==> src/rtl/tmr_stat_pkg.sv <==
package tmr_stat_pkg;

    typedef enum logic [1:0] {
        CHAN_PHASE = 2'd0,
        CHAN_PLAIN = 2'd1,
        CHAN_MIN   = 2'd2
    } chan_kind_e;

    localparam int REG_W   = 8;
    localparam int EVT_N   = 4;
    localparam int BIT_OVF = EVT_N;
    localparam int BIT_UDF = EVT_N + 1;
    localparam int BIT_RSV = EVT_N + 2;
    localparam int BIT_DIR = EVT_N + 3;
    localparam int FLAG_N  = EVT_N + 2;

    function automatic bit kind_has_dir(chan_kind_e k);
        return k != CHAN_MIN;
    endfunction

    function automatic bit kind_has_udf(chan_kind_e k);
        return k == CHAN_PHASE;
    endfunction

endpackage

==> src/rtl/tmr_stat_wrap_det.sv <==
module tmr_stat_wrap_det #(
    parameter int CNT_W = 16
) (
    input  logic             clk,
    input  logic             rst_n,
    input  logic [CNT_W-1:0] cnt_i,
    output logic             ovf_o,
    output logic             udf_o
);

    typedef struct packed {
        logic [CNT_W-1:0] prev;
        logic             valid;
    } wrap_st_t;

    wrap_st_t st_d, st_q;

    always_comb begin
        st_d       = st_q;
        st_d.prev  = cnt_i;
        st_d.valid = 1'b1;
        ovf_o = st_q.valid && (st_q.prev == {CNT_W{1'b1}}) && (cnt_i == '0);
        udf_o = st_q.valid && (st_q.prev == '0) && (cnt_i == {CNT_W{1'b1}});
    end

    always_ff @(posedge clk or negedge rst_n) begin
        if (!rst_n) begin
            st_q <= '0;
        end else begin
            st_q <= st_d;
        end
    end

endmodule

==> src/rtl/tmr_stat_dir.sv <==
module tmr_stat_dir #(
    parameter bit HAS_DIR = 1'b1
) (
    input  logic clk,
    input  logic rst_n,
    input  logic up_i,
    output logic dir_bit_o
);

    typedef struct packed {
        logic dir;
    } dir_st_t;

    dir_st_t st_d, st_q;

    always_comb begin
        st_d     = st_q;
        st_d.dir = up_i;
        dir_bit_o = HAS_DIR ? st_q.dir : 1'b1;
    end

    always_ff @(posedge clk or negedge rst_n) begin
        if (!rst_n) begin
            st_q.dir <= 1'b1;
        end else begin
            st_q <= st_d;
        end
    end

endmodule

==> src/rtl/tmr_stat_flag_bit.sv <==
module tmr_stat_flag_bit #(
    parameter bit PRESENT = 1'b1
) (
    input  logic clk,
    input  logic rst_n,
    input  logic set_i,
    input  logic rd_i,
    input  logic wr_i,
    input  logic wr_bit_i,
    output logic flag_o
);

    typedef struct packed {
        logic flag;
        logic armed;
    } flag_st_t;

    flag_st_t st_d, st_q;
    logic     set_eff;
    logic     clr_ok;

    always_comb begin
        st_d    = st_q;
        set_eff = PRESENT && set_i;
        // a clear needs the arming left by an earlier read and a 0 in this bit
        clr_ok  = wr_i && st_q.armed && !wr_bit_i;
        if (clr_ok) begin
            st_d.flag = 1'b0;
        end
        if (set_eff) begin
            st_d.flag = 1'b1;
        end
        if (rd_i) begin
            st_d.armed = st_q.flag;
        end else if (wr_i) begin
            st_d.armed = 1'b0;
        end
        flag_o = st_q.flag;
    end

    always_ff @(posedge clk or negedge rst_n) begin
        if (!rst_n) begin
            st_q <= '0;
        end else begin
            st_q <= st_d;
        end
    end

endmodule

==> src/rtl/tmr_stat_reg.sv <==
module tmr_stat_reg
    import tmr_stat_pkg::*;
#(
    parameter chan_kind_e KIND  = CHAN_PHASE,
    parameter int         CNT_W = 16
) (
    input  logic             clk,
    input  logic             rst_n,
    input  logic [CNT_W-1:0] cnt_val,
    input  logic             cnt_up,
    input  logic             phase_mode,
    input  logic [EVT_N-1:0] evt_i,
    input  logic             rd_stb,
    input  logic             wr_stb,
    input  logic [REG_W-1:0] wr_data,
    output logic [REG_W-1:0] rd_data
);

    localparam bit HAS_DIR = kind_has_dir(KIND);
    localparam bit HAS_UDF = kind_has_udf(KIND);

    logic [FLAG_N-1:0] set_vec;
    logic [FLAG_N-1:0] flag_vec;
    logic              ovf_hit;
    logic              udf_hit;
    logic              dir_bit;
    logic              unused_wr_hi;

    assign unused_wr_hi = ^wr_data[REG_W-1:FLAG_N];

    tmr_stat_wrap_det #(.CNT_W(CNT_W)) u_wrap (
        .clk   (clk),
        .rst_n (rst_n),
        .cnt_i (cnt_val),
        .ovf_o (ovf_hit),
        .udf_o (udf_hit)
    );

    tmr_stat_dir #(.HAS_DIR(HAS_DIR)) u_dir (
        .clk       (clk),
        .rst_n     (rst_n),
        .up_i      (cnt_up),
        .dir_bit_o (dir_bit)
    );

    always_comb begin
        set_vec              = '0;
        set_vec[EVT_N-1:0]   = evt_i;
        set_vec[BIT_OVF]     = ovf_hit;
        set_vec[BIT_UDF]     = udf_hit && phase_mode;
    end

    for (genvar i = 0; i < FLAG_N; i++) begin : g_flag
        localparam bit PRES = (i != BIT_UDF) || HAS_UDF;
        tmr_stat_flag_bit #(.PRESENT(PRES)) u_flag (
            .clk      (clk),
            .rst_n    (rst_n),
            .set_i    (set_vec[i]),
            .rd_i     (rd_stb),
            .wr_i     (wr_stb),
            .wr_bit_i (wr_data[i]),
            .flag_o   (flag_vec[i])
        );
    end

    always_comb begin
        rd_data               = '0;
        rd_data[FLAG_N-1:0]   = flag_vec;
        rd_data[BIT_RSV]      = 1'b1;
        rd_data[BIT_DIR]      = dir_bit;
    end

endmodule

==> config.mk <==
export PLATFORM = sky130hd
export DESIGN_NAME = tmr_stat_reg
export DESIGN_NICKNAME = d
export VERILOG_FILES = /design/src/rtl/tmr_stat_pkg.sv /design/src/rtl/tmr_stat_wrap_det.sv /design/src/rtl/tmr_stat_dir.sv /design/src/rtl/tmr_stat_flag_bit.sv /design/src/rtl/tmr_stat_reg.sv
export SDC_FILE = /design/constraint.sdc
export NUM_CORES = 1
export LEC_CHECK = 0
export BUFFER_PORTS_ARGS = -buffer_cell sky130_fd_sc_hd__buf_4
export CAP_MARGIN = 10
export CORE_ASPECT_RATIO = 0.8
export CORE_MARGIN = 3
export CORE_UTILIZATION = 30
export DETAILED_ROUTE_END_ITERATION = 8
export GPL_ROUTABILITY_DRIVEN = 0
export HOLD_SLACK_MARGIN = 0.02
export MAX_ROUTING_LAYER = met4
export SETUP_SLACK_MARGIN = 0.5
export SYNTH_ARGS = -nofsm -noshare
export SYNTH_HDL_FRONTEND = slang
export SYNTH_SLANG_ARGS = --single-unit
==> constraint.sdc <==
create_clock -name clk -period 1.5 [get_ports clk]
set_input_delay 0.15 -clock clk [delete_from_list [all_inputs] [get_ports clk]]
set_output_delay 0.15 -clock clk [all_outputs]
set_load 0.05 [all_outputs]
==> out/results.tsv <==
metric	value	unit
numPortBuffers	38	
grt_max_degree	31	
grt-ovfl-total	0	
met2_usage	20.3	%
clkLatencyLatePin	0.28	ns
finalNetCount	187	
htree_levels	2	
cts_root_buf	clkbuf_8	
design_power_total	1.70	mW
rr_startpoint	u_wrap.st_q[16]	
fin_util	49.2	%
required	1.69	ns
cap_violations	0	
p_per_area	970	nW/um^2
p_leak	0.776	nW
holdCritStartpoint	evt_i[3]	
synth.area.top_cells	dfrtp_1, buf_4, nand2b_1, o21ai_1, nand2_1	
syn_inst	96	
multi_input_area	357	sq um
seqCellArea	752	sq um
cp_data_arrival_time	1.44	ns
top_usage_layer	met2	
yosysUniqueCellTypes	23	
critical_path.startpoint_type	flip-flop	
path_class	flip-flop to flip-flop	
sequentialPowerShare	51.5	%
comb_power_share	13.5	%
yosysWarnings	0	
cts_max_path_buffers	2	
p_sw	407	uW
first_pass_iters	3	
fmax	0.804	GHz
endpoint_kind	flip-flop	
ys_seq_area_share	64.7	%
post-route-period-util	82.9	%
startpoint	u_wrap.st_q[16]	
p_int	1.30	mW
layout_setup_ws	0.256	ns
clock-sinks	30	
rsz0062_at_grt	true	
grt_antenna_before_repair	0	
drive_above_1_share	33.3	%
area_growth	51.0	%
vias	934	
use_met3	6.53	%
path_max_fanout	2	
design.core.area	3570	sq um
wl_per_cell	14.1	um
place_ws	-0.00129	ns
postPlaceCellArea	1440	sq um
hold_viol_final	0	
pwr-share-clk	35.0	%
ios	42	
grt_pass1_vias	967	
synth.cell_area	1160	sq um
row_count	19	
status	completed	
fillers	333	
start_util	32.6	%
grt_pass1_wl	4340	um
yosys.area.top_type	dfrtp_1	
avgSynthCellArea	12.1	sq um
die_x	75.6	um
switching_share	23.9	%
tritoncts	built	
grt_use_met1	15.9	%
route.detailed.drc	0	
clk_pin_slew	0.06	ns
fin_crit	1.24	ns
antenna_left	0	
diodes	0	
fin_skew	0.00628	ns
synthDominantCellAreaShare	62.4	%
routed_wl	2740	um
stdcell_area	1760	sq um
holdCritPathClass	primary input to flip-flop	
drtIter0Drc	49	
die_h	61.7	um
drt-vias-per-instance	4.79	
vdd_drop_max	577	uV
yosys_register_bits	30	
finalSetupViolations	0	
dp_hpwl	1870	um
numCtsBuffers	5	
die_area	4660	sq um
report.final.slew_viol_count	0	
track_usage	13.5	%
-- critical path, stage by stage, from the launching register on --
cell and delay (ns):
dfrtp_1 0.36, nand4b_1 0.13, or4_4 0.49, o31ai_2 0.17
-- sequential cells by signal, summed over array words and instances, names as in the netlist --
signal,flops
u_dir.dir_bit_o,1
g_flag.u_flag.flag_o,6
u_wrap.st_q,17
g_flag.u_flag.st_q,6
-- synth_stat cells --
library cell	instances
a22o_1	2
and4_1	3
and4b_1	2
and4b_2	1
buf_4	8
clkbuf_1	2
conb_1	1
dfrtp_1	29
dfstp_2	1
nand2_1	10
nand2b_1	8
nand3_1	2
nand4_1	4
nand4b_1	1
nor2_1	2
nor4_1	4
nor4b_1	1
o21ai_0	1
o21ai_1	9
o31ai_1	1
o31ai_2	1
or3_1	1
or4_1	2
-- metrics by stage --
stage          std cells  setup TNS [ns]  hold slack (ns)
2_1_floorplan         97               0           -0.146
3_3_place_gp         167               0           0.0875
3_5_place_dp         167        -0.00129           0.0984
4_1_cts              195               0           0.0590
5_1_grt              195               0           0.0604
6_report             195               0           0.0650
-- cell families after synthesis --
logic type / count (synthesis) / synth area share (%)
AND/OR/NAND/NOR: 41 / 21.6
flip-flops: 30 / 64.7
AO/OA/AOI/OAI: 14 / 7.53
buffers and inverters: 10 / 5.81
other: 1 / 0.323
-- layer usage --
layer | wire length [um] | share of wire [%]
met1 | 1210 | 44
met2 | 1290 | 47
met3 | 225 | 8.2
met4 | 12 | 0.44
met5 | 0 | 0
-- cells in the final DEF (no fill, tap or decap) --
master,n
nor2_1,2
nor4_1,4
or4_1,1
nor4b_2,1
buf_6,6
nand2_1,10
o21ai_0,1
dfstp_2,1
nand4_1,4
or4_4,1
nand4b_1,1
or3_1,1
o31ai_2,1
clkbuf_1,2
and4b_1,2
o31ai_1,1
nand2b_1,8
o21ai_1,9
buf_8,1
clkbuf_8,5
conb_1,2
buf_4,34
nand3_1,2
and4b_2,1
and4_1,3
a22o_1,2
dlygate4sd3_1,18
dfrtp_1,29
-- power groups by stage --
stage | Sequential [mW] | Clock, mW | Combinational (mW)
after global routing | 0.881 | 0.649 | 0.255
after floorplan | 0.883 | 0 | 0.0881
final | 0.877 | 0.596 | 0.231
after global placement | 0.887 | 0 | 0.178
after CTS | 0.876 | 0.613 | 0.231
after detailed placement | 0.889 | 0 | 0.183
-- cell type report --
type	count	area share (%)
clock buffers	7	4.35
multi-input cells	57	20.3
flip-flops and latches	30	42.8
well taps	42	2.99
repair buffers	59	29.5
-- path summary, 6_finish.rpt --
| kind | slack [ns] | cells past startpoint | endpoint |
|---|---|---|---|
| setup / recovery | 0.26 | 3 | g_flag[4].u_flag.flag_o |
| hold / removal | 0.07 | 2 | g_flag[3].u_flag.flag_o |
| setup reg to reg | 0.26 | 3 | g_flag[4].u_flag.flag_o |
| hold reg to reg | 0.50 | 1 | g_flag[4].u_flag.st_q[0] |
| max in group asynchronous | 0.85 | 2 | u_dir.dir_bit_o |
| min in group asynchronous | 0.34 | 2 | g_flag[3].u_flag.st_q[0] |
-- repair_timing --
action                                  in CTS  in global routing
pin swaps                                    0                  1
endpoints found under the setup margin       9                  9
hold endpoints to repair                    46                  0
buffers inserted                             3                  0
cloned                                       0                  0
hold buffers                                18                  0
resized for setup                            7                  2
Power figures use the tool's default switching activity.
